`config.mk`:
```
export PLATFORM = sky130hd
export DESIGN_NAME = iram_core
export DESIGN_NICKNAME = d
export VERILOG_FILES = /design/src/rtl/iram_pkg.sv /design/src/rtl/iram_arb.sv /design/src/rtl/iram_map.sv /design/src/rtl/iram_store.sv /design/src/rtl/iram_core.sv
export SDC_FILE = /design/constraint.sdc
export NUM_CORES = 2
export LEC_CHECK = 0
export BUFFER_PORTS_ARGS = -buffer_cell sky130_fd_sc_hd__buf_2
export CAP_MARGIN = 25
export CORE_MARGIN = 2
export CORE_UTILIZATION = 52
export CTS_BUF_LIST = sky130_fd_sc_hd__clkbuf_4 sky130_fd_sc_hd__clkbuf_8 sky130_fd_sc_hd__clkbuf_16
export CTS_CLUSTER_DIAMETER = 150
export CTS_CLUSTER_SIZE = 40
export DETAILED_ROUTE_END_ITERATION = 10
export HOLD_SLACK_MARGIN = 0.02
export PLACE_DENSITY = 0.7
export SETUP_SLACK_MARGIN = 0.5
export SYNTH_ARGS = -nofsm -noshare
export SYNTH_HDL_FRONTEND = slang
export SYNTH_SLANG_ARGS = --single-unit
```
`constraint.sdc`:
```
create_clock -name clk -period 31.9 [get_ports clk]
set_clock_uncertainty 0.1 [all_clocks]
set_input_delay 4.785 -clock clk [delete_from_list [all_inputs] [get_ports clk]]
set_output_delay 4.785 -clock clk [all_outputs]
set_load 0.005 [all_outputs]
```
`src/rtl/iram_pkg.sv`:
```
package iram_pkg;
  localparam int NPORT  = 4;
  localparam int P_REG  = 0;
  localparam int P_DIR  = 1;
  localparam int P_IND  = 2;
  localparam int P_BIT  = 3;

  typedef struct packed {
    logic       we;
    logic [7:0] addr;
    logic [7:0] wdata;
  } acc_t;

  typedef struct packed {
    logic       to_sfr;
    logic       is_bit;
    logic [7:0] ram_addr;
    logic [2:0] bit_pos;
  } route_t;
endpackage

```
`src/rtl/iram_arb.sv`:
```
module iram_arb #(
  parameter int N = 4
) (
  input  logic [N-1:0] req,
  output logic [N-1:0] gnt
);
  always_comb begin
    gnt = '0;
    for (int i = N - 1; i >= 0; i--) begin
      if (req[i]) gnt = N'(1) << i;
    end
  end
endmodule

```
`src/rtl/iram_map.sv`:
```
module iram_map
  import iram_pkg::*;
#(
  parameter int          BANK_W   = 2,
  parameter int          RIDX_W   = 3,
  parameter logic [7:0]  BIT_BASE = 8'h20
) (
  input  logic [NPORT-1:0]  gnt,
  input  logic [BANK_W-1:0] bank_sel,
  input  logic [RIDX_W-1:0] reg_idx,
  input  logic [7:0]        dir_addr,
  input  logic [7:0]        ind_addr,
  input  logic [7:0]        bit_addr,
  output route_t            rt
);
  localparam int REG_AW = BANK_W + RIDX_W;

  always_comb begin
    rt = '0;
    unique case (1'b1)
      gnt[P_REG]: rt.ram_addr = 8'({bank_sel, reg_idx});
      gnt[P_DIR]: begin
        rt.ram_addr = dir_addr;
        rt.to_sfr   = dir_addr[7];
      end
      gnt[P_IND]: rt.ram_addr = ind_addr;
      gnt[P_BIT]: begin
        rt.is_bit   = 1'b1;
        rt.to_sfr   = bit_addr[7];
        rt.ram_addr = BIT_BASE + 8'(bit_addr[6:3]);
        rt.bit_pos  = bit_addr[2:0];
      end
      default: rt = '0;
    endcase
  end

  if (REG_AW > 8) begin : g_bad
    initial $error("register window wider than address");
  end
endmodule

```
`src/rtl/iram_store.sv`:
```
module iram_store #(
  parameter int DW    = 8,
  parameter int DEPTH = 256,
  localparam int AW   = $clog2(DEPTH)
) (
  input  logic          clk,
  input  logic          we,
  input  logic [AW-1:0] addr,
  input  logic [DW-1:0] wdata,
  output logic [DW-1:0] rdata
);
  logic [DW-1:0] mem [DEPTH];

  always_ff @(posedge clk) begin
    if (we) mem[addr] <= wdata;
  end

  assign rdata = mem[addr];
endmodule

```
`src/rtl/iram_core.sv`:
```
module iram_core
  import iram_pkg::*;
#(
  parameter int         BANK_W   = 2,
  parameter int         RIDX_W   = 3,
  parameter logic [7:0] BIT_BASE = 8'h20
) (
  input  logic              clk,
  input  logic              rst,
  input  logic [BANK_W-1:0] bank_sel,
  input  logic              reg_req,
  input  logic              reg_we,
  input  logic [RIDX_W-1:0] reg_idx,
  input  logic [7:0]        reg_wdata,
  output logic [7:0]        reg_rdata,
  output logic              reg_gnt,
  input  logic              dir_req,
  input  logic              dir_we,
  input  logic [7:0]        dir_addr,
  input  logic [7:0]        dir_wdata,
  output logic [7:0]        dir_rdata,
  output logic              dir_gnt,
  input  logic              ind_req,
  input  logic              ind_we,
  input  logic [7:0]        ind_addr,
  input  logic [7:0]        ind_wdata,
  output logic [7:0]        ind_rdata,
  output logic              ind_gnt,
  input  logic              bit_req,
  input  logic              bit_we,
  input  logic [7:0]        bit_addr,
  input  logic              bit_wval,
  output logic              bit_rdata,
  output logic              bit_gnt,
  output logic              sfr_req,
  output logic              sfr_we,
  output logic              sfr_bit,
  output logic [7:0]        sfr_addr,
  output logic [7:0]        sfr_wdata,
  input  logic [7:0]        sfr_rdata
);
  localparam int DEPTH = 256;

  logic [NPORT-1:0] req, gnt;
  acc_t             port_acc [NPORT];
  acc_t             sel;
  route_t           rt;
  logic             any_gnt;
  logic [7:0]       mem_rdata, mem_wdata, byte_rd, bit_mask;
  logic             mem_we, bit_rd;

  assign req = {bit_req, ind_req, dir_req, reg_req} & {NPORT{~rst}};

  iram_arb #(.N(NPORT)) u_arb (.req(req), .gnt(gnt));

  assign port_acc[P_REG] = '{we: reg_we, addr: 8'({bank_sel, reg_idx}), wdata: reg_wdata};
  assign port_acc[P_DIR] = '{we: dir_we, addr: dir_addr, wdata: dir_wdata};
  assign port_acc[P_IND] = '{we: ind_we, addr: ind_addr, wdata: ind_wdata};
  assign port_acc[P_BIT] = '{we: bit_we, addr: bit_addr, wdata: {7'd0, bit_wval}};

  always_comb begin
    sel = '0;
    for (int i = 0; i < NPORT; i++) begin
      if (gnt[i]) sel = port_acc[i];
    end
  end

  assign any_gnt = |gnt;

  iram_map #(.BANK_W(BANK_W), .RIDX_W(RIDX_W), .BIT_BASE(BIT_BASE)) u_map (
    .gnt      (gnt),
    .bank_sel (bank_sel),
    .reg_idx  (reg_idx),
    .dir_addr (dir_addr),
    .ind_addr (ind_addr),
    .bit_addr (bit_addr),
    .rt       (rt)
  );

  assign bit_mask  = 8'd1 << rt.bit_pos;
  assign mem_wdata = rt.is_bit ? ((mem_rdata & ~bit_mask) | ({8{sel.wdata[0]}} & bit_mask))
                               : sel.wdata;
  assign mem_we    = any_gnt & sel.we & ~rt.to_sfr;

  iram_store #(.DW(8), .DEPTH(DEPTH)) u_store (
    .clk   (clk),
    .we    (mem_we),
    .addr  (rt.ram_addr),
    .wdata (mem_wdata),
    .rdata (mem_rdata)
  );

  // special-register bus, quiet unless an access is routed there
  assign sfr_req   = any_gnt & rt.to_sfr;
  assign sfr_we    = sfr_req & sel.we;
  assign sfr_bit   = sfr_req & rt.is_bit;
  assign sfr_addr  = sfr_req ? sel.addr : 8'd0;
  assign sfr_wdata = sfr_req ? sel.wdata : 8'd0;

  assign byte_rd = rt.to_sfr ? sfr_rdata : mem_rdata;
  assign bit_rd  = rt.to_sfr ? sfr_rdata[0] : mem_rdata[rt.bit_pos];

  assign reg_gnt   = gnt[P_REG];
  assign dir_gnt   = gnt[P_DIR];
  assign ind_gnt   = gnt[P_IND];
  assign bit_gnt   = gnt[P_BIT];
  assign reg_rdata = gnt[P_REG] ? byte_rd : 8'd0;
  assign dir_rdata = gnt[P_DIR] ? byte_rd : 8'd0;
  assign ind_rdata = gnt[P_IND] ? byte_rd : 8'd0;
  assign bit_rdata = gnt[P_BIT] & bit_rd;
endmodule

```
==> Word level (Yosys, flattened, before mapping) <==
Memories as Yosys holds them, arrays and structs flattened.
Index checks and enable logic that the tools add are counted.
{ "totals": {"in_bits": 72, "ff_bits": 0, "word_cells": 42, "mem_count": 1, "mem_bits_rw": 2048} }
{ "op_classes": {"magnitude_cmp": 1, "n_reduce_logical": 1, "shift": 1, "bitwise_logic": 13, "n_mux": 24, "add_sub_neg": 1} }
{ "mem_list": {"columns": ["memory", "words", "width", "read_ports", "rd_ports_with_merged_regs", "write_ports", "line_no", "rtl"], "rows": [
  ["u_store.mem", 256, 8, 1, 0, 1, "iram_store.sv:12", "logic [DW-1:0] mem [DEPTH];"]
]} }
{ "ops": {"columns": ["op", "n"], "rows": [
  ["$mux 17", 4],
  ["$mux 8", 7],
  ["$pmux 8 s4", 1],
  ["$and 8x8->8", 2],
  ["$mux 4", 4],
  ["$not 8->8", 1],
  ["$or 8x8->8", 1],
  ["$shl 1x3->8 const A", 1],
  ["$add 6x4->7 const A", 1],
  ["$and 1x1->1", 6],
  ["$mux 1", 5],
  ["$and 4x4->4", 1],
  ["$lt 3x4->1 const B", 1],
  ["$reduce_or 4->1", 1],
  ["$bmux 1 s3", 1],
  ["$mux 3", 1],
  ["$not 1->1", 2],
  ["$pmux 1 s2", 1]
]} }

==> Depth between registers and ports, before layout <==
{ "logic_depth": {"word_depth": 14, "mapped_depth": 20, "depth_no_buf": 14} }

==> By module <==
A second synthesis with hierarchy kept.
{ "unflattened": {"hier_cells": 3739, "area_unflattened_um2": 79770.3} }
{ "by_module_without_submodules": {"columns": ["module", "area_per_inst_um2", "seq_area_each_um2", "instances", "cells_each"], "rows": [
  ["iram_store", 78332.6, 61499.0, 1, 3539],
  ["iram_core", 1219.9, 0.0, 1, 171],
  ["iram_map", 178.9, 0.0, 1, 25],
  ["iram_arb", 38.8, 0.0, 1, 4]
]} }

==> Worst setup path after synthesis <==
Ideal clock, no wire load.
{ "synth_path": {"path_kind": "input to register", "startpoint": "input port reg_req", "endpoint": "memory u_store.mem[0][2], data pin", "path_stages": 19, "t_required_ns": 29.564, "n_path_buf": 6, "arrival_time_ns": 17.709, "path_slack_ns": 11.854, "cell_sequence": "buf_4 > nor3_4 > nand2_1 > inv_2 > a221o_1 > buf_2 > or2_1 > buf_4 > buf_6 > buf_4 > buf_4 > o22ai_1 > o21ai_1 > nand4_1 > a22o_1 > o211ai_1 > o2111ai_1 > o21a_1 > o31ai_1"} }
{ "synth_between": {"elab_chain_len": 9} }
{ "synth_lines": {"columns": ["item", "line_no", "rtl"], "rows": [
  ["start, declared", "iram_core.sv:11", "input logic reg_req,"],
  ["$and 4x4->4 (*)", "iram_core.sv:52", "assign req = {bit_req, ind_req, dir_req, reg_req} & {NPORT{~rst}};"],
  ["$mux 4 (*)", "iram_arb.sv:10", "if (req[i]) gnt = N'(1) << i;"],
  ["branches (longest 6 deep; another with $mem_v2 256x8)", null, null],
  ["$mux 8 (*)", "iram_core.sv:81", "assign mem_wdata = rt.is_bit ? ((mem_rdata & ~bit_mask) | ({8{sel.wdata[0]}} & bit_mask))"],
  ["named net mem_wdata[2]", "iram_core.sv:49", "logic [7:0] mem_rdata, mem_wdata, byte_rd, bit_mask;"],
  ["end, declared", "iram_store.sv:12", null]
]} }
Mark *: on every way through the listed nets, which the timed path passes.

==> Worst setup path after layout <==
{ "layout_path": {"startpoint": "input port rst", "endpoint": "output port ind_rdata[3]"} }
{ "layout_between": {"elab_chain_len": 10} }
{ "layout_lines": {"columns": ["item", "line_no", "rtl"], "rows": [
  ["start, declared", "iram_core.sv:9", "input logic rst,"],
  ["$not 1->1 (*)", "iram_core.sv:52", null],
  ["$and 4x4->4 (*)", "iram_core.sv:52", null],
  ["$mux 4 (3 in a row)", "iram_arb.sv:10", null],
  ["$mux 4 (*)", "iram_arb.sv:10", null],
  ["$pmux 8 s4", "iram_map.sv:20", "unique case (1'b1)"],
  ["$mem_v2 256x8", null, null],
  ["$mux 8", "iram_core.sv:100", "assign byte_rd = rt.to_sfr ? sfr_rdata : mem_rdata;"],
  ["$mux 8 (*)", "iram_core.sv:109", "assign ind_rdata = gnt[P_IND] ? byte_rd : 8'd0;"],
  ["end, declared", "iram_core.sv:27", "output logic [7:0] ind_rdata,"]
]} }
Mark *: on every way between the ends. The rest lies on a longest branch, timed or not.

==> results.json <==
{
  "ff2ff_setup_slack_ps": 26120,
  "ys_top_cells_by_area": "edfxtp_1 80%, o22ai_1 6.1%, nor2_1 1.6%",
  "io_pins": 120,
  "cts_tree": "built",
  "relSlewSlack_pct": 24.0,
  "yosys_warnings": 0,
  "die_x_microns": 389,
  "yosys.area_share.simple_pct": 3.97,
  "syn_to_final_growth_pct": 5.03,
  "wl_mm": 210,
  "slew_viol_final": 0,
  "cts_max_path_buffers": 3,
  "fin_crit_sh_pct": 54.4,
  "regMostFlops": "u_store.mem",
  "final_nets": 4654,
  "grt_usage_pct": 27.0,
  "synth.area.mux_share_pct": 0.158,
  "status": "finished, final reports clean",
  "top_regs": "u_store.mem: 2048 flops",
  "synthArstFlopShare_pct": 0,
  "die_h_microns": 389,
  "max_clock_freq_ghz": 0.0576,
  "cpLargestDelayFamily": "buffers and inverters",
  "power.total_w": 0.00445,
  "arrival_ps": 12480,
  "h-tree-depth": 2,
  "cap_violations": 0,
  "start_util_pct": 52.2,
  "hold_path.class": "reg -> reg",
  "synth_top_area_cell": "edfxtp_1",
  "cts_setup_buffers": 0,
  "ir_worst_vdd_uv": 49.6,
  "synth.top_cell.area_share_pct": 79.9,
  "crit_chain": "buf_2, nor2_2, nand2_4, inv_2, a22o_4, or2_4, or2_4, buf_4, buf_4, buf_4, o221ai_1, a22oi_1, a31oi_1, o41ai_1, and4bb_1, mux2i_1, nor2_1, buf_2",
  "grt_overflow": 0,
  "synth_edf_count": 2048,
  "cts_resized": 0,
  "root_buffer": "clkbuf_16",
  "finalCriticalPeriod_ps": 17370,
  "antenna_found_initial": 4,
  "worst_pin_slew_ps": 1140,
  "grt_pass1_wl_mm": 301,
  "crit_top_cell": "buf_4",
  "clock-sinks": 2048,
  "antenna_left": 0,
  "synthXorXnorAreaFrac_pct": 0,
  "cp.buffers_inverters": 6,
  "cpPeakStageDelay_ps": 990,
  "largest_reg_flops": 2048,
  "die_area_sq_um": 151000,
  "cts_made_buffers": 57,
  "path_max_fanout": 72,
  "clk_latency_ps": 770,
  "gp_congestion": 0.863,
  "ys_seq_area_share_pct": 79.9,
  "drcViolationCount": 0,
  "fin_util_pct": 54.8,
  "core_area_sq_um": 147000,
  "synth_cell_type_count": 68,
  "synthFlopType": "edfxtp_1",
  "synth_compound_gate_area_share_pct": 13.6,
  "drtIter0Drc": 7947,
  "synth_nets": 4741,
  "clkTransAtPathRegs_ps": 150,
  "firstDrtPassIters": 6,
  "rsz0062_at_grt": "false",
  "syn_area_sq_um": 76900,
  "synth_top_family_by_area": "compound AO/OA/AOI/OAI gates",
  "ys_ff_latch": 2048,
  "avgViaCountPerCell": 7.01,
  "wl_per_cell_microns": 32.2,
  "postSynthAreaPerCell_sq_um": 16.5,
  "synth_adder_area_share_pct": 0,
  "dp_hpwl_mm": 120,
  "fp-row-count": 141,
  "p_leak_nw": 23.9,
  "slowest_stage": "o41ai_1",
  "crit_required_ps": 27020,
  "start_kind": "input pin",
  "crit_type": "in -> out",
  "pwr_density_cell_nw_per_um2": 55.0,
  "drive_gt1_share_pct": 7.05,
  "endpoint_kind": "primary output",
  "finalSetupViolations": 0,
  "postSynthCellCount": 4669,
  "fin_setup_tns_ps": 0,
  "grt_pass1_vias": 42900,
  "vias": 45700,
  "grt_max_degree": 201,
  "io_buffers": 119,
  "hold_buffers": 0,
  "hold_violations": 0
}
[power by group]
part	total (W)	switching, W	internal [W]
logic	0.000398	0.000308	0.0000907
clock network	0.00106	0.000725	0.000337
registers	0.00299	0.000000238	0.00299
total	0.00445	0.00103	0.00341
[stage by stage]
stage / std cells / cell area (sq um) / setup slack, ps / hold WS, ps
floorplan: 4669 / 76900 / 11850 / 4130
global route: 6514 / 80800 / 14310 / 2000
detailed placement: 6449 / 79200 / 14790 / 1830
finish: 6516 / 80800 / 14530 / 1870
global placement: 6443 / 79100 / 14710 / 1830
CTS: 6510 / 80700 / 14800 / 1850
[cells by family (layout without fill, tap and decap cells)]
| kind of cell | after synthesis | count (layout) |
|---|---|---|
| compound gates | 1581 | 1581 |
| flops | 2048 | 2048 |
| buf+inv | 366 | 281 |
| other cells | 0 | 2 |
| simple gates | 662 | 662 |
| mux | 12 | 12 |
[cells in the mapped netlist, drive strengths merged (7+ instances only)]
library cell / instances
edfxtp: 2048
and2: 8
nor3: 142
o221ai: 97
nand4: 84
a21oi: 33
o31ai: 77
o22a: 98
o21ai: 316
a222oi: 11
o32ai: 7
o21a: 40
buf: 207
o22ai: 750
nand2: 69
mux2i: 11
a31o: 13
inv: 8
nor2: 321
a22o: 19
nand3: 8
a22oi: 56
a31oi: 22
clkbuf: 151
[layout make-up]
cell class                 count  area [sq um]
clock inverter                 2          38.8
clock buffer                  59          1480
antenna                        2          5.00
multi-input combinational   2255         13800
timing repair buffer         212          1490
tap                         1930          2410
fill                       11100         66500
sequential                  2048         61500
inverter                       8          30.0
[final timing paths]
check | startpoint | endpoint | cells after the start
setup / recovery | rst | ind_rdata[3] | 18
hold / removal | u_store.mem[107][5] | u_store.mem[105][5] | 9
setup reg to reg | u_store.mem[198][6] | u_store.mem[212][6] | 13
hold reg to reg | u_store.mem[107][5] | u_store.mem[105][5] | 9
[layout by cell type, fill, tap and decap left out, types with 76 or more instances in the layout]
cell type,Yosys,layout
buf_2,142,120
buf_4,25,77
edfxtp_1,2048,2048
nand4_1,84,84
nor2_1,320,314
nor3_1,141,141
o21ai_0,238,233
o21ai_1,78,76
o221ai_1,96,96
o22a_1,98,98
o22ai_1,750,750
o31ai_1,77,76
[worst min-delay path, stage by stage, from the launching register on]
cell and delay, ps:
edfxtp_1 390, o22ai_1 120, o21ai_0 90, nand4_1 100
a22oi_1 90, a21oi_1 170, nor3_1 110, mux2i_1 260
o21ai_4 70, buf_4 320
[layer usage]
layer,GRT usage (%),routed length (microns),part of all wire (%)
met1,38.4,79000,38
met5,0,33,0.016
met3,5.33,25300,12
met2,41.7,96200,46
met4,10.0,9190,4.4
(Power assumes the default switching activity.)
